===== src/rtl/i2c_am_pkg.sv =====
package i2c_am_pkg;

  typedef enum logic [1:0] {
    ST_IDLE  = 2'd0,
    ST_SHIFT = 2'd1,
    ST_ACKW  = 2'd2,
    ST_ACK   = 2'd3
  } am_state_t;

  // care bits (1 = must match) over the 8-bit byte in 7-bit mode; bit 0 is R/W
  function automatic logic [7:0] care7(input logic [4:0] m);
    return ~{2'b00, m, 1'b1};
  endfunction

  // care bits over the 10-bit low byte: m[0] covers the two lowest bits
  function automatic logic [7:0] care10(input logic [4:0] m);
    return ~{2'b00, m[4:1], m[0], m[0]};
  endfunction

  function automatic logic hit7(input logic [7:0] b, input logic [7:0] own,
                                input logic [4:0] m);
    return ((b ^ own) & care7(m)) == 8'h00;
  endfunction

  function automatic logic hit10_hdr(input logic [7:0] b, input logic [1:0] hi);
    return b == {5'b11110, hi, 1'b0};
  endfunction

  function automatic logic hit10_lo(input logic [7:0] b, input logic [7:0] own,
                                    input logic [4:0] m);
    return ((b ^ own) & care10(m)) == 8'h00;
  endfunction

endpackage


===== src/rtl/i2c_am_sync.sv =====
module i2c_am_sync #(
  parameter int WIDTH  = 2,
  parameter int STAGES = 2
) (
  input  logic             clk,
  input  logic             rst_n,
  input  logic [WIDTH-1:0] d,
  output logic [WIDTH-1:0] q
);
  logic [WIDTH-1:0] stg [STAGES];

  for (genvar s = 0; s < STAGES; s++) begin : g_stage
    if (s == 0) begin : g_first
      always_ff @(posedge clk or negedge rst_n)
        if (!rst_n) stg[s] <= '1;
        else        stg[s] <= d;
    end else begin : g_next
      always_ff @(posedge clk or negedge rst_n)
        if (!rst_n) stg[s] <= '1;
        else        stg[s] <= stg[s-1];
    end
  end

  assign q = stg[STAGES-1];
endmodule


===== src/rtl/i2c_am_cond.sv =====
module i2c_am_cond (
  input  logic clk,
  input  logic rst_n,
  input  logic scl_s,
  input  logic sda_s,
  output logic scl_rise,
  output logic scl_fall,
  output logic start_det,
  output logic stop_det
);
  logic scl_d, sda_d;

  always_ff @(posedge clk or negedge rst_n)
    if (!rst_n) begin
      scl_d <= 1'b1;
      sda_d <= 1'b1;
    end else begin
      scl_d <= scl_s;
      sda_d <= sda_s;
    end

  assign scl_rise  = scl_s & ~scl_d;
  assign scl_fall  = ~scl_s & scl_d;
  assign start_det = scl_s & scl_d & sda_d & ~sda_s;
  assign stop_det  = scl_s & scl_d & ~sda_d & sda_s;
endmodule


===== src/rtl/i2c_am_cmp.sv =====
module i2c_am_cmp
  import i2c_am_pkg::*;
(
  input  logic [7:0] rx_byte,
  input  logic       second,
  input  logic       mode_10b,
  input  logic [9:0] own_addr,
  input  logic [4:0] addr_mask,
  output logic       hit,
  output logic       last
);
  always_comb begin
    if (!mode_10b) begin
      hit  = hit7(rx_byte, own_addr[7:0], addr_mask);
      last = 1'b1;
    end else if (!second) begin
      hit  = hit10_hdr(rx_byte, own_addr[9:8]);
      last = 1'b0;
    end else begin
      hit  = hit10_lo(rx_byte, own_addr[7:0], addr_mask);
      last = 1'b1;
    end
  end
endmodule


===== src/rtl/i2c_addr_match.sv =====
module i2c_addr_match
  import i2c_am_pkg::*;
#(
  parameter int SYNC_STAGES = 2
) (
  input  logic       clk,
  input  logic       rst_n,
  input  logic       scl_i,
  input  logic       sda_i,
  output logic       sda_oe,
  input  logic       mode_10b,
  input  logic [9:0] own_addr,
  input  logic [4:0] addr_mask,
  output logic [7:0] rx_buf,
  output logic       match_irq
);
  localparam int BYTE_W = 8;
  localparam int CNT_W  = $clog2(BYTE_W);
  localparam logic [CNT_W-1:0] LAST_BIT = CNT_W'(BYTE_W - 1);

  logic scl_s, sda_s;
  logic scl_rise, scl_fall, start_det, stop_det;
  logic [BYTE_W-1:0] shreg, byte_next;
  logic [CNT_W-1:0]  bit_cnt;
  logic              second, final_q;
  logic              cmp_hit, cmp_last;
  am_state_t         st;

  i2c_am_sync #(.WIDTH(2), .STAGES(SYNC_STAGES)) u_sync (
    .clk(clk), .rst_n(rst_n), .d({scl_i, sda_i}), .q({scl_s, sda_s})
  );

  i2c_am_cond u_cond (
    .clk(clk), .rst_n(rst_n), .scl_s(scl_s), .sda_s(sda_s),
    .scl_rise(scl_rise), .scl_fall(scl_fall),
    .start_det(start_det), .stop_det(stop_det)
  );

  assign byte_next = {shreg[BYTE_W-2:0], sda_s};

  i2c_am_cmp u_cmp (
    .rx_byte(byte_next), .second(second), .mode_10b(mode_10b),
    .own_addr(own_addr), .addr_mask(addr_mask),
    .hit(cmp_hit), .last(cmp_last)
  );

  always_ff @(posedge clk or negedge rst_n) begin
    if (!rst_n) begin
      st        <= ST_IDLE;
      shreg     <= '0;
      bit_cnt   <= '0;
      second    <= 1'b0;
      final_q   <= 1'b0;
      sda_oe    <= 1'b0;
      rx_buf    <= '0;
      match_irq <= 1'b0;
    end else begin
      match_irq <= 1'b0;
      if (start_det) begin
        st      <= ST_SHIFT;
        bit_cnt <= '0;
        second  <= 1'b0;
        sda_oe  <= 1'b0;
      end else if (stop_det) begin
        st     <= ST_IDLE;
        sda_oe <= 1'b0;
      end else begin
        unique case (st)
          ST_SHIFT: if (scl_rise) begin
            shreg <= byte_next;
            if (bit_cnt == LAST_BIT) begin
              if (cmp_hit) begin
                st      <= ST_ACKW;
                final_q <= cmp_last;
                if (cmp_last) begin
                  rx_buf    <= byte_next;
                  match_irq <= 1'b1;
                end
              end else begin
                st <= ST_IDLE;
              end
            end else begin
              bit_cnt <= bit_cnt + 1'b1;
            end
          end
          ST_ACKW: if (scl_fall) begin
            sda_oe <= 1'b1;
            st     <= ST_ACK;
          end
          ST_ACK: if (scl_fall) begin
            sda_oe <= 1'b0;
            if (final_q) begin
              st <= ST_IDLE;
            end else begin
              st      <= ST_SHIFT;
              bit_cnt <= '0;
              second  <= 1'b1;
            end
          end
          default: ;
        endcase
      end
    end
  end
endmodule


===== config.mk =====
export PLATFORM = sky130hd
export DESIGN_NAME = i2c_addr_match
export DESIGN_NICKNAME = d
export VERILOG_FILES = /design/src/rtl/i2c_am_pkg.sv /design/src/rtl/i2c_am_sync.sv /design/src/rtl/i2c_am_cond.sv /design/src/rtl/i2c_am_cmp.sv /design/src/rtl/i2c_addr_match.sv
export SDC_FILE = /design/constraint.sdc
export NUM_CORES = 1
export LEC_CHECK = 0
export ABC_AREA = 1
export BUFFER_PORTS_ARGS = -buffer_cell sky130_fd_sc_hd__buf_4
export CAP_MARGIN = 20
export CORE_ASPECT_RATIO = 1.25
export CORE_UTILIZATION = 30
export DETAILED_ROUTE_END_ITERATION = 16
export PLACE_DENSITY_LB_ADDON = 0.12
export REMOVE_ABC_BUFFERS = 1
export SETUP_SLACK_MARGIN = 0.05
export SLEW_MARGIN = 20
export SYNTH_ARGS = -nofsm -noshare
export SYNTH_HDL_FRONTEND = slang
export SYNTH_SLANG_ARGS = --single-unit

===== constraint.sdc =====
create_clock -name clk -period 3.2 [get_ports clk]
set_input_delay 0.16 -clock clk [delete_from_list [all_inputs] [get_ports clk]]
set_output_delay 0.16 -clock clk [all_outputs]
set_load 0.01 [all_outputs]

==> results.md <==
- Setup WS post-layout: 1.49 ns
- Number of flops mapped to enable cells by yosys: 0
- WS Path Type: reg -> reg
- Leakage power: 1.10 nW
- Core area: 5120 sq um
- Top-count cell post-synth: nand2_1
- Xor and xnor area share after synthesis: 1.64%
- Commonest cells post-synth: nand2_1 (66), inv_1 (31), dfrtp_1 (24)
- RSZ-0062 raised after global routing: false
- H-tree Lvls: 2
- PortBufs: 29
- CTS root buf: clkbuf_8
- Status: finished, final reports clean
- Synthesized cell area: 1610 sq um
- Slowest CP cell: dfstp_2
- DIE AREA: 5650 sq um
- R2R Setup Slk: 1.49 ns
- Pins Over Slew Limit: 0
- Clock Latency Late Sink: 0.28 ns
- Clock-pin transition on the worst setup and hold timing paths: 0.06 ns
- CTS tree: done
- Power density over the cells: 647 nW/um^2
- Die height: 83.8 um
- Synth area leader: dfrtp_1
- Worst Max-Slew Pin Slew: 0.537 ns
- Mux cell area share after synthesis: 0.701%
- Fin crit share: 53.5%
- Post-synthesis compound-gate area fraction: 7.48%
- CTS resizes: 0
- Antenna violations before repair: 0
- Clock skew: 0.00321 ns
- Layout Utilization: 39.3%
- WP data required: 3.36 ns
- Ys Warns: 0
- DRT Pass-1 Iters: 4
- Largest family of logic cells by synthesized area: simple AND/OR/NAND/NOR gates
- Min Hold Slack: 0.349 ns
- Post-DRT Antenna Nets: 0
- Initial DRC Count: 67
- Delay of the slowest cell on the worst path: 0.56 ns
- CTS Sinks: 30
- Primary FF master, synth: dfrtp_1
- Worst reg2reg path depth: 4
- Cells along the critical path: nand2_1 -> inv_1 -> nand2_1 -> mux2_2
- Design area: 2010 sq um
- Tot GR Track Use: 13.7%
- CP Data Arrival Time: 1.87 ns
- P&R area growth vs syn: 25.4%
- Fillcell total: 547
- CP endpoint kind: flip-flop
- Clock Path Buffers: 2
- Die X: 67.4 um
- Top-area cell type share of the netlist area: 37.4%
- Std cell rows: 29
- Simple-gate share of the synthesized area: 33.1%
- GP Congestion: 0.768
- Synth Area in Adders: 1.56%
- Worst setup path endpoint: shreg[6]
- Top cell by count, worst path: nand2_1
- First-pass GRT wire length: 5780 um
- Final setup TNS: 0 ns
- N_diodes: 0
- Synth Area per Inst: 7.87 sq um
- Yosys cell types: 27
- Fmax: 584 MHz
- DPL Wire Length: 2590 um
- Via density: 4.49
- DRC viols: 0
- Ys async rst share: 100%
- Setup slack at placement: 1.47 ns
- Fin crit period: 1.71 ns
- CTS buffer count: 5
- Top cells by area, synth: dfrtp_1 (37%), nand2_1 (15%), dfstp_2 (9.8%), inv_1 (7.2%), nor2_1 (4.4%)
- Hold Vio Cnt, Final: 0
- Gr ovfl total: 0
- Vias in the first global route: 1256
- Net total in the final layout: 263
- Max-cap violations: 0
- Max-slew headroom: 63.7%
- Worst flop-to-flop path startpoint: u_sync.q[1]
- Maximum VDD drop: 0.321 mV
- Routed vias: 1365
- Largest net degree at the start of global routing: 31
- Ratio of cells with drive above 1 in the final layout: 22.7%
- Initial core utilization: 31.4%
- DR WL/cell: 11.3 um
- Routed wire length: 3430 um
- Yosys reg bits: 30
- Sequential area share after synthesis: 47.2%
- Boundary Pins: 30
- Mapped Cells: 204
- Dpl cell area: 1890 sq um
- Critical path peak fanout: 13
- Worst Hold Class: in -> async
- Crit. Startpoint: u_sync.q[1]
- R2r endpoint: shreg[6]
- Setup crit start kind: flip-flop
- Final setup violation count: 0
-- area by class of cell --
| cell class | instances | area (sq um) | share of cell area [%] |
|---|---|---|---|
| clock buffers | 7 | 86.3 | 4.29 |
| clock inverters | 1 | 5.00 | 0.249 |
| inverters | 33 | 124 | 6.15 |
| multi-input cells | 139 | 714 | 35.5 |
| flip-flops and latches | 30 | 758 | 37.7 |
| well taps | 62 | 77.6 | 3.85 |
| repair buffers | 32 | 248 | 12.3 |
-- placed cells by master, fill, tap and decap left out, types with 2 or more instances in the layout --
cell | netlist | routed
clkbuf_8 | 0 | 6
nand3_1 | 8 | 8
xnor2_1 | 2 | 2
dfrtp_1 | 24 | 24
nand4_4 | 2 | 2
nand2_1 | 66 | 66
inv_2 | 2 | 2
ha_1 | 2 | 2
buf_4 | 0 | 29
dfstp_2 | 6 | 6
inv_1 | 31 | 31
nor2_1 | 19 | 19
dlygate4sd3_1 | 0 | 3
o21ai_0 | 10 | 10
nand4_1 | 10 | 10
a21oi_1 | 8 | 8
-- where the power goes --
part	internal (mW)	total (mW)	switching, mW	leakage, nW
Combinational	0.168	0.419	0.251	0.672
Sequential	0.470	0.573	0.103	0.376
Clock	0.173	0.309	0.136	0.0482
Total	0.812	1.30	0.490	1.10
-- what timing repair did --
action	4_1_cts	5_1_grt
setup buffers	0	0
hold buffers	3	0
endpoints found under the hold margin	26	0
-- how the worst min path moves through the flow --
stage,from,to,depth (start not counted)
2_1_floorplan,rst_n,bit_cnt[0],0
3_3_place_gp,rst_n,shreg[4],1
3_5_place_dp,rst_n,shreg[4],1
4_1_cts,rst_n,second,2
5_1_grt,u_sync.stg[2],u_sync.q[0],0
6_report,rst_n,shreg[4],2
-- state kept, by name, indices dropped and copies added (netlist names) --
| register | cells |
|---|---|
| match_irq | 1 |
| final_q | 1 |
| shreg | 7 |
| sda_oe | 1 |
| u_sync.q | 2 |
| u_sync.stg | 2 |
| u_cond.scl_d | 1 |
| bit_cnt | 3 |
| rx_buf | 8 |
| st | 2 |
| u_cond.sda_d | 1 |
| second | 1 |
-- stage by stage --
stage	power, mW	instances
finish	1.30	304
global route	1.41	304
CTS	1.32	304
detailed placement	1.01	293
global placement	1.00	293
floorplan	0.865	202
-- per-layer routing --
layer  GRT usage (%)  part of all wire (%)  up-vias  wire (um)
met1            15.9                    43      610       1460
met4            5.22                   1.6        0         55
li1                -                     -      720          -
met3            3.42                   4.6        5        158
met5               0                     0        -          0
met2            23.5                    51       30       1750
-- kinds of logic after synthesis --
kind of cell,Yosys count
multiplexers,1
AO/OA/AOI/OAI,21
adder cells (fa/ha/maj),2
buffers and inverters,35
flip-flops,30
XOR/XNOR,3
AND/OR/NAND/NOR,112
-- worst max-delay path: cells and delay by family (launching register included) --
family                 cells  cell delay (ns)
and+or+nand+nor            2             0.40
DFF                        1             0.56
muxes                      1             0.36
buffers and inverters      1             0.29
Note: power is estimated with default switching activity, not from simulation.
